### config.mk
export PLATFORM = sky130hd
export DESIGN_NAME = mdc_cfg_port
export DESIGN_NICKNAME = d
export VERILOG_FILES = /design/src/rtl/mdc_pkg.sv /design/src/rtl/mdc_sync.sv /design/src/rtl/mdc_frame_rx.sv /design/src/rtl/mdc_regfile.sv /design/src/rtl/mdc_cfg_port.sv
export SDC_FILE = /design/constraint.sdc
export NUM_CORES = 1
export LEC_CHECK = 0
export BUFFER_PORTS_ARGS = -buffer_cell sky130_fd_sc_hd__buf_2
export CORE_MARGIN = 2
export CORE_UTILIZATION = 40
export DETAILED_ROUTE_END_ITERATION = 8
export PLACE_DENSITY = 0.7
export SLEW_MARGIN = 5
export SYNTH_ARGS = -nofsm -noshare
export SYNTH_HDL_FRONTEND = slang
export SYNTH_SLANG_ARGS = --single-unit
### constraint.sdc
create_clock -name clk -period 3.72 [get_ports clk]
set_input_delay 0.744 -clock clk [delete_from_list [all_inputs] [get_ports clk]]
set_output_delay 0.744 -clock clk [all_outputs]
set_load 0.05 [all_outputs]
### src/rtl/mdc_pkg.sv
package mdc_pkg;
  localparam int DW         = 16;
  localparam int DEVW       = 2;
  localparam int REGW       = 7;
  localparam int HDR_BITS   = 1 + DEVW + REGW;
  localparam int FRAME_BITS = HDR_BITS + DW;

  // interface control register (index 0) bit positions
  localparam int CTL_SW   = 0;
  localparam int CTL_4W   = 1;
  localparam int CTL_EN   = 2;
  localparam int CTL_MODE = 3;
  localparam int CTL_SRST = 4;

  typedef struct packed {
    logic            rd;
    logic [DEVW-1:0] dev;
    logic [REGW-1:0] ra;
  } hdr_t;
endpackage

### src/rtl/mdc_sync.sv
module mdc_sync #(
  parameter int          W       = 3,
  parameter int          STAGES  = 2,
  parameter logic [W-1:0] RST_VAL = '0
) (
  input  logic         clk,
  input  logic         rst_n,
  input  logic [W-1:0] d,
  output logic [W-1:0] q
);
  logic [W-1:0] st [STAGES];

  always_ff @(posedge clk or negedge rst_n) begin
    if (!rst_n) st[0] <= RST_VAL;
    else        st[0] <= d;
  end

  for (genvar k = 1; k < STAGES; k++) begin : g_stage
    always_ff @(posedge clk or negedge rst_n) begin
      if (!rst_n) st[k] <= RST_VAL;
      else        st[k] <= st[k-1];
    end
  end

  assign q = st[STAGES-1];
endmodule

### src/rtl/mdc_frame_rx.sv
module mdc_frame_rx import mdc_pkg::*; #(
  parameter int CW = $clog2(FRAME_BITS + 2)
) (
  input  logic          clk,
  input  logic          rst_n,
  input  logic          sel_act,
  input  logic          sclk_rise,
  input  logic          sel_end,
  input  logic          sdi,
  output hdr_t          hdr,
  output logic          hdr_stb,
  output logic          wr_stb,
  output logic [DW-1:0] wdata,
  output logic [CW-1:0] cnt
);
  logic [DW-1:0] sh;

  always_ff @(posedge clk or negedge rst_n) begin
    if (!rst_n) begin
      sh      <= '0;
      cnt     <= '0;
      hdr     <= '0;
      hdr_stb <= 1'b0;
      wr_stb  <= 1'b0;
      wdata   <= '0;
    end else begin
      hdr_stb <= 1'b0;
      wr_stb  <= 1'b0;
      if (!sel_act) begin
        cnt <= '0;
      end else if (sclk_rise) begin
        sh <= {sh[DW-2:0], sdi};
        if (cnt != CW'(FRAME_BITS + 1)) cnt <= cnt + 1'b1;
        if (cnt == CW'(HDR_BITS - 1)) begin
          hdr     <= hdr_t'({sh[HDR_BITS-2:0], sdi});
          hdr_stb <= 1'b1;
        end
      end
      // commit only a complete write frame; short or long frames fall away
      if (sel_end && cnt == CW'(FRAME_BITS) && !hdr.rd) begin
        wr_stb <= 1'b1;
        wdata  <= sh;
      end
    end
  end
endmodule

### src/rtl/mdc_regfile.sv
module mdc_regfile import mdc_pkg::*; #(
  parameter int             NREGS   = 8,
  parameter logic [REGW-1:0] RB_ADDR = '1,
  parameter int             CALW    = 7
) (
  input  logic              clk,
  input  logic              rst_n,
  input  logic              we,
  input  logic [REGW-1:0]   wa,
  input  logic [DW-1:0]     wd,
  input  logic [REGW-1:0]   ra,
  output logic [DW-1:0]     rdata,
  input  logic              rb_lock,
  input  logic              rb_fail,
  input  logic [CALW-1:0]   rb_cal,
  output logic [NREGS*DW-1:0] regs_flat
);
  logic [DW-1:0] regs [NREGS];
  logic          srst;
  logic [DW-1:0] rb_word;

  assign srst    = we && (wa == '0) && wd[CTL_SRST];
  assign rb_word = {rb_lock, rb_fail, {(DW-2-CALW){1'b0}}, rb_cal};

  for (genvar i = 0; i < NREGS; i++) begin : g_reg
    always_ff @(posedge clk or negedge rst_n) begin
      if (!rst_n)                            regs[i] <= '0;
      else if (srst)                         regs[i] <= '0;
      else if (we && wa == REGW'(i))         regs[i] <= wd;
    end
    assign regs_flat[i*DW +: DW] = regs[i];
  end

  always_comb begin
    rdata = '0;
    if (ra == RB_ADDR) rdata = rb_word;
    for (int i = 0; i < NREGS; i++)
      if (ra == REGW'(i)) rdata = regs[i];
  end
endmodule

### src/rtl/mdc_cfg_port.sv
module mdc_cfg_port import mdc_pkg::*; #(
  parameter int             NREGS   = 8,
  parameter logic [REGW-1:0] RB_ADDR = 7'h7F,
  parameter int             CALW    = 7,
  parameter int             GPOW    = 2,
  parameter int             SYNC_N  = 2
) (
  input  logic                clk,
  input  logic                rst_n,
  input  logic                sel_n,
  input  logic                sclk,
  input  logic                sdio_in,
  output logic                sdio_out,
  output logic                sdio_oe,
  output logic                sdo,
  input  logic [DEVW-1:0]     strap,
  input  logic                en_pin,
  input  logic                mode_pin,
  input  logic                lock_i,
  input  logic                cal_fail_i,
  input  logic [CALW-1:0]     cal_code_i,
  output logic                enable_o,
  output logic                mode_o,
  output logic                sw_mode_o,
  output logic [GPOW-1:0]     gpo_o,
  output logic [NREGS*DW-1:0] cfg_o
);
  localparam int CW = $clog2(FRAME_BITS + 2);

  logic [2:0]    s_in;
  logic          s_sel, s_sclk, s_sdi;
  logic          sel_q, sclk_q;
  logic          sel_act, sclk_rise, sel_end;
  hdr_t          hdr;
  logic          hdr_stb, wr_stb, we, addr_ok;
  logic [DW-1:0] wdata, rdata, rd_sh, ctrl, gpo_reg;
  logic [CW-1:0] cnt;
  logic          rd_on;

  mdc_sync #(.W(3), .STAGES(SYNC_N), .RST_VAL(3'b110)) u_sync (
    .clk(clk), .rst_n(rst_n), .d({sel_n, sclk, sdio_in}), .q(s_in));

  assign {s_sel, s_sclk, s_sdi} = s_in;

  always_ff @(posedge clk or negedge rst_n) begin
    if (!rst_n) begin
      sel_q  <= 1'b1;
      sclk_q <= 1'b1;
    end else begin
      sel_q  <= s_sel;
      sclk_q <= s_sclk;
    end
  end

  assign sel_act   = ~s_sel;
  assign sclk_rise = s_sclk & ~sclk_q;
  assign sel_end   = s_sel & ~sel_q;

  mdc_frame_rx #(.CW(CW)) u_rx (
    .clk(clk), .rst_n(rst_n), .sel_act(sel_act), .sclk_rise(sclk_rise),
    .sel_end(sel_end), .sdi(s_sdi), .hdr(hdr), .hdr_stb(hdr_stb),
    .wr_stb(wr_stb), .wdata(wdata), .cnt(cnt));

  assign ctrl    = cfg_o[0 +: DW];
  assign gpo_reg = cfg_o[DW +: DW];
  assign addr_ok = !ctrl[CTL_SW] || (hdr.dev == strap);
  assign we      = wr_stb && addr_ok;

  mdc_regfile #(.NREGS(NREGS), .RB_ADDR(RB_ADDR), .CALW(CALW)) u_rf (
    .clk(clk), .rst_n(rst_n), .we(we), .wa(hdr.ra), .wd(wdata),
    .ra(hdr.ra), .rdata(rdata), .rb_lock(lock_i), .rb_fail(cal_fail_i),
    .rb_cal(cal_code_i), .regs_flat(cfg_o));

  // read shifter: loaded after the header, advances on each later edge
  always_ff @(posedge clk or negedge rst_n) begin
    if (!rst_n) begin
      rd_on <= 1'b0;
      rd_sh <= '0;
    end else if (!sel_act) begin
      rd_on <= 1'b0;
    end else if (hdr_stb) begin
      rd_on <= hdr.rd && addr_ok;
      rd_sh <= rdata;
    end else if (sclk_rise && rd_on) begin
      rd_sh <= {rd_sh[DW-2:0], 1'b0};
      if (cnt == CW'(FRAME_BITS - 1)) rd_on <= 1'b0;
    end
  end

  assign sdio_out  = rd_sh[DW-1];
  assign sdio_oe   = rd_on && !ctrl[CTL_4W];
  assign sdo       = rd_on && ctrl[CTL_4W] && rd_sh[DW-1];
  assign sw_mode_o = ctrl[CTL_SW];
  assign enable_o  = ctrl[CTL_SW] ? ctrl[CTL_EN]   : en_pin;
  assign mode_o    = ctrl[CTL_SW] ? ctrl[CTL_MODE] : mode_pin;
  assign gpo_o     = ctrl[CTL_SW] ? gpo_reg[GPOW-1:0] : '0;
endmodule

==> flow_summary_export.csv, run 1 <==
group,metric,value,unit
power_and_ir_drop,p_per_area,429.2,mW/mm²
floorplan,rows,57,
critical_path,cp_max_fo,16,
power_and_ir_drop,pwr-share-seq,46.7,%
logic_synthesis,ys_seq_area_share,51.99,%
final_layout,antenna_cells,0,
final_layout,syn2layout_area_growth,18.86,%
clocking,numCtsBuffers,23,
timing,relSlewSlack,40.64,%
clocking,h-tree-depth,1,
drt,wire_per_inst,20.42,µm
global_routing,grt_max_degree,76,
run_status,status,"finished, final reports clean",
logic_synthesis,synth_ff_type,"dfrtp_1",
power_and_ir_drop,netSwitchingFraction,21.81,%
final_layout,layout.nets,1089,
timing,hold_viol,0,
drt,drt_pass1_iterations,5,
logic_synthesis,synth_edf_count,0,
logic_synthesis,synth_cells,943,
power_and_ir_drop,clkPwrFrac,50.6,%
drt,wirelength,28.78,mm
global_routing,track_usage,22.33,%
floorplan,core-area,0.02411,mm²
placement,portBuffers,153,
critical_path,arrival,3.31,ns
min_path,holdCritPathClass,"in -> async",
timing,setup_viol,0,
drt,ant_nets,0,
critical_path,crit_type,"reg -> reg",
clocking,clkSinkCount,202,
logic_synthesis,synthesis.nets,964,
floorplan,start_util,40.40,%
global_routing,antenna_found_initial,0,
clocking,tritoncts,"yes",
clocking,clockBufferDepth,3,
clocking,clockRootBuffer,"clkbuf_16",
power_and_ir_drop,ir_drop,0.0002931,V
timing,worstMarginPinSlew,0.8883,ns
job,drv_cap,0,
critical_path,crit_required,4.11,ns
floorplan,die_area,0.02561,mm²
power_and_ir_drop,pwr-share-comb,2.7,%
timing,drv_slew,0,
logic_synthesis,syn_avg_cell_area,10.33,µm²
floorplan,die_height,160.0,µm
placement,post-dp-hpwl,19.92,mm
critical_path,end_kind,"flop",
clocking,postCtsHoldBufs,0,
logic_synthesis,yosys_register_bits,202,
clocking,clk-insertion-delay-late,0.53,ns
logic_synthesis,yosysWarnings,0,
timing,min_period,2.922,ns
clocking,clk_pin_slew,0.06,ns
drt,vias,7784,
floorplan,ios,154,
global_routing,grt_overflow,0,
final_layout,fin_cells,1409,
timing,fin_crit_sh,78.55,%
power_and_ir_drop,power.switching,1.084,mW
placement,place_congestion,0.8623,
clocking,cts_post_setup_buffers_inserted,0,
critical_path,start_kind,"flop",
timing,fin_worst_skew,0.01737,ns
final_layout,multi_input_comb_area,0.004245,mm²
global_routing,grt_pass1_wl,45.17,mm
clocking,cts_resized,0,
power_and_ir_drop,p_leak,6.346,nW
drt,viasPerCell,5.524,
timing,rsz0062_at_grt,"false",
final_layout,fillers,2280,
final_layout,regArea,0.005064,mm²
drt,drt_drc_violations_left,0,
power_and_ir_drop,power.internal,3.884,mW
timing,max_freq,342.2,MHz
final_layout,drive_gt1_share,25.16,%
placement,placed_cells,1367,
logic_synthesis,ys_types,53,
timing,setup_tns,0,ns
drt,dr.first_iter.drc_count,592,
floorplan,die_x,160.0,µm
logic_synthesis,async_reset_ff_share,100.0,%
logic_synthesis,syn-cell-area,0.009738,mm²
global_routing,grt_pass1_vias,7666,
-- critical path, cell delays in order, from the launching register on --
cell and delay, ns:
dfrtp_1 0.41, or4_4 0.60, nor3_4 0.54, nand4_2 0.77, mux2i_1 0.39, nor2_1 0.07
-- sequential cells by signal (all words and copies together) (netlist names) --
signal	count
u_rf.regs_flat	128
rd_sh	16
u_rx.sh	16
u_rx.wdata	16
u_rx.hdr	10
u_rx.cnt	5
u_sync.q	3
u_sync.st	3
rd_on	1
sclk_q	1
sel_q	1
u_rx.hdr_stb	1
u_rx.wr_stb	1
-- layer usage --
metal	vias to the layer above	wire [µm]	track usage [%]
met5	-	0	0
met4	0	927	7.248
met3	62	1753	3.455
met2	300	13670	35.99
met1	3883	12430	31.11
li1	3539	-	-
-- path summary, 6_finish.rpt --
check,from,endpoint,slack [ns],depth (start not counted)
max in group asynchronous,rst_n,u_rf.regs_flat[57]$_DFFE_PN0P_,2.59,2
setup reg to reg,u_rx.hdr[3]$_DFFE_PN0P_,u_rf.regs_flat[69]$_DFFE_PN0P_,0.80,5
setup / recovery,u_rx.hdr[3]$_DFFE_PN0P_,u_rf.regs_flat[69]$_DFFE_PN0P_,0.80,5
hold / removal,rst_n,u_sync.q[0]$_DFF_PN0_,0.18,1
min in group clk,sdio_in,u_sync.st[3]$_DFF_PN0_,0.32,1
hold reg to reg,u_sync.st[3]$_DFF_PN0_,u_sync.q[0]$_DFF_PN0_,0.35,0
-- layout by cell type, fill, tap and decap left out, types with 7 or more instances in the layout --
cell       instances
clkbuf_16         23
buf_4             21
nand2b_1          22
dfrtp_1          195
mux4_2             8
a21oi_1           44
nor2_1           126
nand4_1            8
nand3_1           22
a22oi_1            7
buf_2            152
mux2i_1          102
a221o_1            7
inv_1              9
o21ai_0           62
mux2_2            30
nand2_1          121
a32oi_1            7
o311ai_0           8
a21boi_0           7
and3_1            11
-- synthesized netlist by cell type (8+ instances only) --
cell	instances	area share, %
buf_2	17	0.87
inv_1	9	0.35
clkbuf_1	30	1.2
nor2_1	126	4.9
o21ai_0	63	3.2
o311ai_0	8	0.72
clkbuf_2	10	0.51
mux2_2	30	3.5
nand2b_1	22	1.4
nand4_1	8	0.51
nand2_1	121	4.7
dfrtp_1	196	50
and3_1	12	0.77
a21oi_1	44	2.3
mux4_2	8	1.9
nand3_1	22	1.1
buf_6	9	1.0
mux2i_1	102	10
-- power by group through the flow --
| stage | clock network, mW | logic (mW) | registers [mW] |
|---|---|---|---|
| 3_3_place_gp | 0 | 0.133 | 2.36 |
| 5_1_grt | 2.63 | 0.152 | 2.33 |
| 4_1_cts | 2.54 | 0.138 | 2.32 |
| 2_1_floorplan | 0 | 0.0684 | 2.33 |
| 6_report | 2.51 | 0.134 | 2.32 |
| 3_5_place_dp | 0 | 0.137 | 2.36 |
-- metrics by stage --
step | setup WS, ns | total power [mW] | hold slack [ns] | area, µm² | util [%]
2_1_floorplan | 1.290 | 2.401 | 0.3312 | 9738 | -
3_3_place_gp | 0.9169 | 2.488 | 0.3342 | 10720 | 44.49
3_5_place_dp | 0.8620 | 2.496 | 0.3364 | 10720 | 44.49
4_1_cts | 0.8452 | 5.001 | 0.2030 | 11570 | 48.02
5_1_grt | 0.5505 | 5.113 | 0.2138 | 11570 | 48.02
6_report | 0.7980 | 4.968 | 0.1833 | 11570 | 48.02
-- cell type report --
cell class	instances	share of cell area, %
clock buffer	28	5.480
clock inverter	14	1.870
inverter	10	0.3243
multi-input combinational	655	36.68
sequential	202	43.75
tap	324	3.502
timing repair buffer	176	8.399
-- logic make-up after synthesis --
| logic type | synth area share (%) |
|---|---|
| buffers and inverters | 4.471 |
| xor gates and xnor gates | 0.5396 |
| and+or+nand+nor | 15.84 |
| adders and majority gates | 0.3855 |
| AOI/OAI and AO/OA | 10.97 |
| muxes | 15.80 |
| DFF | 51.99 |
Power figures use the tool's default switching activity.
==> run 2: changes to the inputs <==
--- a/config.mk
+++ b/config.mk
@@ -5,6 +5,7 @@
 export SDC_FILE = /design/constraint.sdc
 export NUM_CORES = 1
 export LEC_CHECK = 0
+export ABC_AREA = 1
 export BUFFER_PORTS_ARGS = -buffer_cell sky130_fd_sc_hd__buf_2
 export CORE_MARGIN = 2
 export CORE_UTILIZATION = 40
==> constraint.sdc (replaced) <==
create_clock -name clk -period 2.9 [get_ports clk]
set_input_delay 0.58 -clock clk [delete_from_list [all_inputs] [get_ports clk]]
set_output_delay 0.58 -clock clk [all_outputs]
set_load 0.05 [all_outputs]
==> run 2 against run 1 <==
  * First-iteration DRC count grew 19%
  * Critical path depth fell by 2
  * Register-to-register slack got worse by 0.13 ns
  * Power rose by 21%
  * Global-route usage fell by 0.92 points
  * Critical path type is now reg -> out
  * Highest routed layer unchanged
==> flow_summary_export.csv, run 2 <==
group,metric,value,unit
run_status,status,"finished, final reports clean",
timing,worstMarginPinSlew,1.034,ns
floorplan,start_util,40.78,%
floorplan,core-area,0.02347,mm²
final_layout,final_cell_mix,"nand2_1 (263), dfrtp_1 (196), buf_2 (152)",
floorplan,die_x,158.7,µm
timing,fin_worst_skew,0.01027,ns
clocking,clockRootBuffer,"clkbuf_16",
logic_synthesis,synth.largest_area_cell,"dfrtp_1",
final_layout,largest_reg_flops,128,
floorplan,die_height,158.7,µm
clocking,postCtsHoldBufs,0,
timing,drv_slew,0,
drt,dr.first_iter.drc_count,702,
job,drv_cap,0,
global_routing,antenna_found_initial,0,
global_routing,track_usage,21.42,%
power_and_ir_drop,netSwitchingFraction,21.14,%
logic_synthesis,synthMuxAreaShare,0.2353,%
power_and_ir_drop,power.switching,1.273,mW
logic_synthesis,synth_edf_count,0,
logic_synthesis,syn-cell-area,0.009573,mm²
clocking,cts_post_setup_buffers_inserted,0,
final_layout,final_common_cell,"nand2_1",
timing,hold_viol,0,
global_routing,grt_pass1_vias,7467,
floorplan,die_area,0.02519,mm²
clocking,numCtsBuffers,23,
logic_synthesis,async_reset_ff_share,100.0,%
clocking,clk_pin_slew,0.06,ns
global_routing,grt_overflow,0,
logic_synthesis,synthTopCellsByArea,"dfrtp_1 (51%), nand2_1 (10%), o21ai_2 (7.0%)",
min_path,holdCritPathClass,"in -> async",
critical_path,critPathSlowestCell,"dfrtp_1",
timing,rsz0062_at_grt,"false",
logic_synthesis,synth-compound-area-share,16.86,%
floorplan,ios,154,
drt,vias,7896,
critical_path,end_kind,"primary output",
logic_synthesis,synth_top_family_by_area,"simple AND/OR/NAND/NOR gates",
logic_synthesis,synth.most_common_cell,"nand2_1",
placement,dpl_cell_area,0.01056,mm²
logic_synthesis,yosys_register_bits,202,
logic_synthesis,synthAdderAreaFrac,0.3921,%
logic_synthesis,yosysTopAreaCellShare,51.24,%
final_layout,drive_gt1_share,28.83,%
final_layout,layout.nets,1212,
final_layout,antenna_cells,0,
power_and_ir_drop,clkPwrFrac,49.9,%
power_and_ir_drop,pwr-share-seq,47.8,%
logic_synthesis,synthesis.nets,1064,
logic_synthesis,synth_ff_type,"dfrtp_1",
logic_synthesis,yosysWarnings,0,
logic_synthesis,synthXorXnorAreaFrac,0.1830,%
critical_path,slowest_delay,0.40,ns
critical_path,cp_max_fo,8,
drt,wire_per_inst,17.56,µm
global_routing,grt_pass1_wl,42.84,mm
critical_path,arrival,1.67,ns
power_and_ir_drop,p_leak,5.520,nW
drt,drt_drc_violations_left,0,
placement,portBuffers,153,
power_and_ir_drop,p_per_area,530.3,mW/mm²
drt,drt_pass1_iterations,5,
logic_synthesis,syn_avg_cell_area,9.178,µm²
logic_synthesis,synth_simple_gate_area_share,21.98,%
timing,setup_tns,0,ns
critical_path,path_cells,"buf_4, mux2_2, buf_2",
timing,relSlewSlack,30.92,%
global_routing,grt_max_degree,76,
critical_path,crit_required,2.32,ns
clocking,clkSinkCount,202,
logic_synthesis,synth_cells,1043,
logic_synthesis,ys_top_cells_by_count,"nand2_1 (263), dfrtp_1 (196), inv_1 (77), o21ai_2 (77)",
clocking,tritoncts,"yes",
timing,setup_viol,0,
logic_synthesis,ys_seq_area_share,52.88,%
timing,max_freq,444.9,MHz
power_and_ir_drop,pwr-share-comb,2.3,%
clocking,h-tree-depth,1,
timing,fin_crit_sh,77.51,%
critical_path,start_kind,"flop",
drt,ant_nets,0,
critical_path,crit_type,"reg -> out",
timing,min_period,2.248,ns
drt,wirelength,26.80,mm
placement,post-dp-hpwl,19.33,mm
drt,viasPerCell,5.174,
clocking,cts_resized,0,
final_layout,design_area,0.01135,mm²
power_and_ir_drop,ir_drop,0.0003656,V
placement,place_congestion,0.8558,
floorplan,rows,56,
clocking,clk-insertion-delay-late,0.51,ns
power_and_ir_drop,power.internal,4.748,mW
logic_synthesis,ys_types,38,
clocking,clockBufferDepth,3,
final_layout,syn2layout_area_growth,18.61,%
run 2: critical path: cells and delay by family, from the launching register on:
family | cells | cell delay (ns)
buffers and inverters | 2 | 0.42
DFF | 1 | 0.40
muxes | 1 | 0.34
run 2: logic make-up (layout without fill, tap and decap cells):
group	after synthesis	after routing
xor+xnor	2	2
mux	2	2
buf+inv	140	304
compound gates	251	251
fa+ha+maj	3	3
flops	202	202
simple gates	443	443
run 2: power groups by stage:
stage	combinational, mW	clock [mW]	sequential (mW)
floorplan	0.0487	0	2.92
global placement	0.142	0	2.93
detailed placement	0.144	0	2.93
CTS	0.145	3.05	2.88
global route	0.165	3.19	2.88
finish	0.140	3.00	2.88
run 2: final timing paths:
check | startpoint | to | slack [ns] | cells past startpoint
hold / removal | rst_n | u_rf.regs_flat[90]$_DFFE_PN0P_ | 0.10 | 1
setup reg to reg | u_rx.hdr[0]$_DFFE_PN0P_ | rd_sh[4]$_DFFE_PN0P_ | 0.67 | 10
max in group asynchronous | rst_n | u_rx.wdata[9]$_DFFE_PN0P_ | 2.05 | 2
setup / recovery | u_rf.regs_flat[0]$_DFFE_PN0P_ | enable_o | 0.65 | 3
hold reg to reg | u_sync.st[3]$_DFF_PN0_ | u_sync.q[0]$_DFF_PN0_ | 0.35 | 0
min in group clk | sclk | u_sync.st[4]$_DFF_PN1_ | 0.17 | 1
run 2: stage by stage:
| step | setup WS (ns) | util (%) | std cells | power [mW] | hold WS, ns |
|---|---|---|---|---|---|
| after floorplan | 0.9130 | - | 1043 | 2.972 | 0.2844 |
| after global placement | 0.4982 | 44.98 | 1485 | 3.070 | 0.3354 |
| after detailed placement | 0.4794 | 44.98 | 1485 | 3.072 | 0.3358 |
| after CTS | 0.6043 | 48.37 | 1526 | 6.070 | 0.1184 |
| after global routing | 0.4158 | 48.37 | 1526 | 6.232 | 0.1387 |
| final | 0.6521 | 48.37 | 1526 | 6.021 | 0.1017 |
run 2: cell type report:
class                           instances  area [µm²]
Sequential cell                       202        5062
Clock buffer                           33       703.2
Multi-Input combinational cell        701        3799
Fill cell                            2244       12120
Timing Repair Buffer                  173       949.7
Tap cell                              319       399.1
Inverter                               90       347.8
Clock inverter                          8       93.84
run 2: per-layer routing:
layer  vias up  part of all wire, %  GRT usage (%)
met5         -                    0              0
met4         0                  2.2          5.379
met3        48                  6.2          3.710
met2       287                   48          35.41
met1      3805                   44          29.30
li1       3756                    -              -
==> run 3: changes to the inputs <==
--- a/config.mk
+++ b/config.mk
@@ -5,7 +5,7 @@
 export SDC_FILE = /design/constraint.sdc
 export NUM_CORES = 1
 export LEC_CHECK = 0
-export ABC_AREA = 1
+export ABC_AREA = 0
 export BUFFER_PORTS_ARGS = -buffer_cell sky130_fd_sc_hd__buf_2
 export CORE_MARGIN = 2
 export CORE_UTILIZATION = 40
==> constraint.sdc (replaced) <==
create_clock -name clk -period 2.3 [get_ports clk]
set_input_delay 0.46 -clock clk [delete_from_list [all_inputs] [get_ports clk]]
set_output_delay 0.46 -clock clk [all_outputs]
set_load 0.05 [all_outputs]
==> run 3 against run 2 <==
  * Combinational power is 64% higher
  * Largest cell class unchanged
  * Worst hold slack worse by 0.050 ns
  * Via count is 0.99% higher
==> flow_summary_export.csv, run 3 (synthesis gave the netlist of run 1 again) <==
group,metric,value,unit
run_status,status,"finished, final reports clean",
final_layout,final_common_cell,"dfrtp_1",
global_routing,busiest_layer,"met2",
critical_path,crit_type,"reg -> reg",
floorplan,start_util,40.40,%
drt,vias,7974,
placement,dpl_cell_area,0.01096,mm²
job,drv_cap,0,
power_and_ir_drop,p_per_area,655.9,mW/mm²
final_layout,regArea,0.005065,mm²
timing,hold_viol,0,
clocking,clkSinkCount,202,
drt,drt_drc_violations_left,0,
global_routing,use_met3,2.727,%
placement,place_congestion,0.8723,
clocking,clk_pin_slew,0.06,ns
timing,max_freq,445.9,MHz
global_routing,track_usage,22.39,%
power_and_ir_drop,pwr-share-seq,48.5,%
final_layout,antenna_cells,0,
final_layout,fillers,2258,
critical_path,end_kind,"flop",
critical_path,arrival,2.67,ns
final_layout,largest_reg_flops,128,
power_and_ir_drop,pwr-share-comb,3.0,%
critical_path,start_kind,"flop",
critical_path,cp_max_fo,6,
final_layout,multi_input_comb_area,0.004255,mm²
global_routing,grt_pass1_wl,45.71,mm
drt,ant_nets,0,
clocking,clockBufferDepth,3,
clocking,numCtsBuffers,23,
drt,drt_pass1_iterations,5,
timing,fin_worst_skew,0.02907,ns
final_layout,drive_gt1_share,26.82,%
min_path,holdCritPathClass,"in -> reg",
clocking,clk-insertion-delay-late,0.53,ns
power_and_ir_drop,power.internal,5.994,mW
power_and_ir_drop,power.switching,1.746,mW
floorplan,die_height,160.0,µm
critical_path,critical-path-top-delay-family,"simple AND/OR/NAND/NOR gates",
critical_path,critPathSlowestCell,"or4_4",
final_layout,final_util,48.95,%
placement,post-dp-hpwl,20.27,mm
floorplan,ios,154,
timing,rsz0062_at_grt,"true",
timing,min_period,2.242,ns
power_and_ir_drop,netSwitchingFraction,22.56,%
global_routing,grt_util_met1,31.60,%
final_layout,layout.nets,1116,
drt,wirelength,29.01,mm
critical_path,slowest_delay,0.61,ns
global_routing,grt_overflow,0,
clocking,h-tree-depth,1,
critical_path,path_cells,"or4_4, nor2_1, o21ai_0, a32oi_1, a2bb2oi_1",
critical_path,crit_buf_inv,0,
global_routing,grt_util_met2,36.60,%
floorplan,die_x,160.0,µm
timing,drv_slew,0,
floorplan,die_area,0.02561,mm²
final_layout,final_cell_mix,"dfrtp_1 (194), buf_2 (152), nor2_1 (126)",
clocking,clockRootBuffer,"clkbuf_16",
timing,fin_crit_sh,97.50,%
drt,viasPerCell,5.557,
power_and_ir_drop,p_leak,6.473,nW
global_routing,antenna_found_initial,0,
placement,portBuffers,153,
floorplan,core-area,0.02411,mm²
floorplan,rows,57,
power_and_ir_drop,clkPwrFrac,48.5,%
timing,setup_viol,0,
timing,holdWs,0.05218,ns
global_routing,grt_max_degree,59,
final_layout,syn2layout_area_growth,21.17,%
drt,dr.first_iter.drc_count,698,
timing,worstMarginPinSlew,0.5883,ns
drt,wire_per_inst,20.21,µm
timing,relSlewSlack,60.54,%
final_layout,design_area,0.01180,mm²
clocking,tritoncts,"yes",
critical_path,crit_required,2.73,ns
global_routing,grt_pass1_vias,7925,
power_and_ir_drop,ir_drop,0.0005682,V
==> run 3: changes by cell type in the layout (fill, tap and decap cells not counted), sizes merged, moves of 44 or more <==
cell / delta
nand2: -165
o21ai: -117
nor2: +62
nand3: -44
mux2i: +102
inv: -79
==> run 3: power by group through the flow <==
stage,clock network (mW),logic (mW),registers (mW)
final,3.75,0.230,3.75
after CTS,3.81,0.237,3.75
after detailed placement,0,0.233,3.81
after global routing,3.96,0.257,3.76
after floorplan,0,0.111,3.77
after global placement,0,0.226,3.81
==> run 3: final timing paths <==
path | from | to | cells after the start | slack, ns
worst max-delay path | u_rx.hdr[3]$_DFFE_PN0P_ | rd_sh[6]$_DFFE_PN0P_ | 5 | 0.06
worst min-delay path | sel_n | u_sync.st[5]$_DFF_PN1_ | 1 | 0.05
worst max register to register | u_rx.hdr[3]$_DFFE_PN0P_ | rd_sh[6]$_DFFE_PN0P_ | 5 | 0.06
worst min register to register | u_sync.st[3]$_DFF_PN0_ | u_sync.q[0]$_DFF_PN0_ | 0 | 0.35
max in group asynchronous | rst_n | u_rf.regs_flat[112]$_DFFE_PN0P_ | 3 | 1.06
min in group asynchronous | rst_n | u_rx.cnt[0]$_DFFE_PN0P_ | 2 | 0.51
==> run 3: routing by layer <==
layer | vias up | share of wire [%]
met3 | 40 | 7.0
met4 | 0 | 2.4
met1 | 4003 | 42
met2 | 324 | 48
met5 | - | 0
li1 | 3607 | -
==> run 3: per-stage QoR <==
stage	total power, mW	instances	setup WS (ns)	TNS [ns]
after floorplan	3.884	943	0.09507	0
after global placement	4.036	1392	0.1154	0
after detailed placement	4.047	1392	-0.01537	-0.01537
after CTS	7.796	1434	0.007125	0
after global routing	7.982	1435	-0.007065	-0.008325
final	7.740	1435	0.05752	0
==> run 3: timing repair <==
item                                    CTS  global route
resized for setup                         1             6
hold buffers                              1             0
endpoints found under the setup margin    3            18
cloned                                    0             1
setup buffers                             0             0
endpoints found under the hold margin    46             0
==> run 3: cell type report <==
cell class              count  share of cell area, %
inverters                  10                 0.3181
multi-input cells         655                  36.06
flip-flops and latches    202                  42.92
clock buffers              32                  5.588
repair buffers            203                  10.68
well taps                 324                  3.435
clock inverters             9                 0.9967
==> run 3: worst reg2reg max path, delay by kind of cell (launching register included) <==
kind	cells	cell delay (ns)
flops	1	0.41
simple gates	2	1.00
compound gates	3	0.73
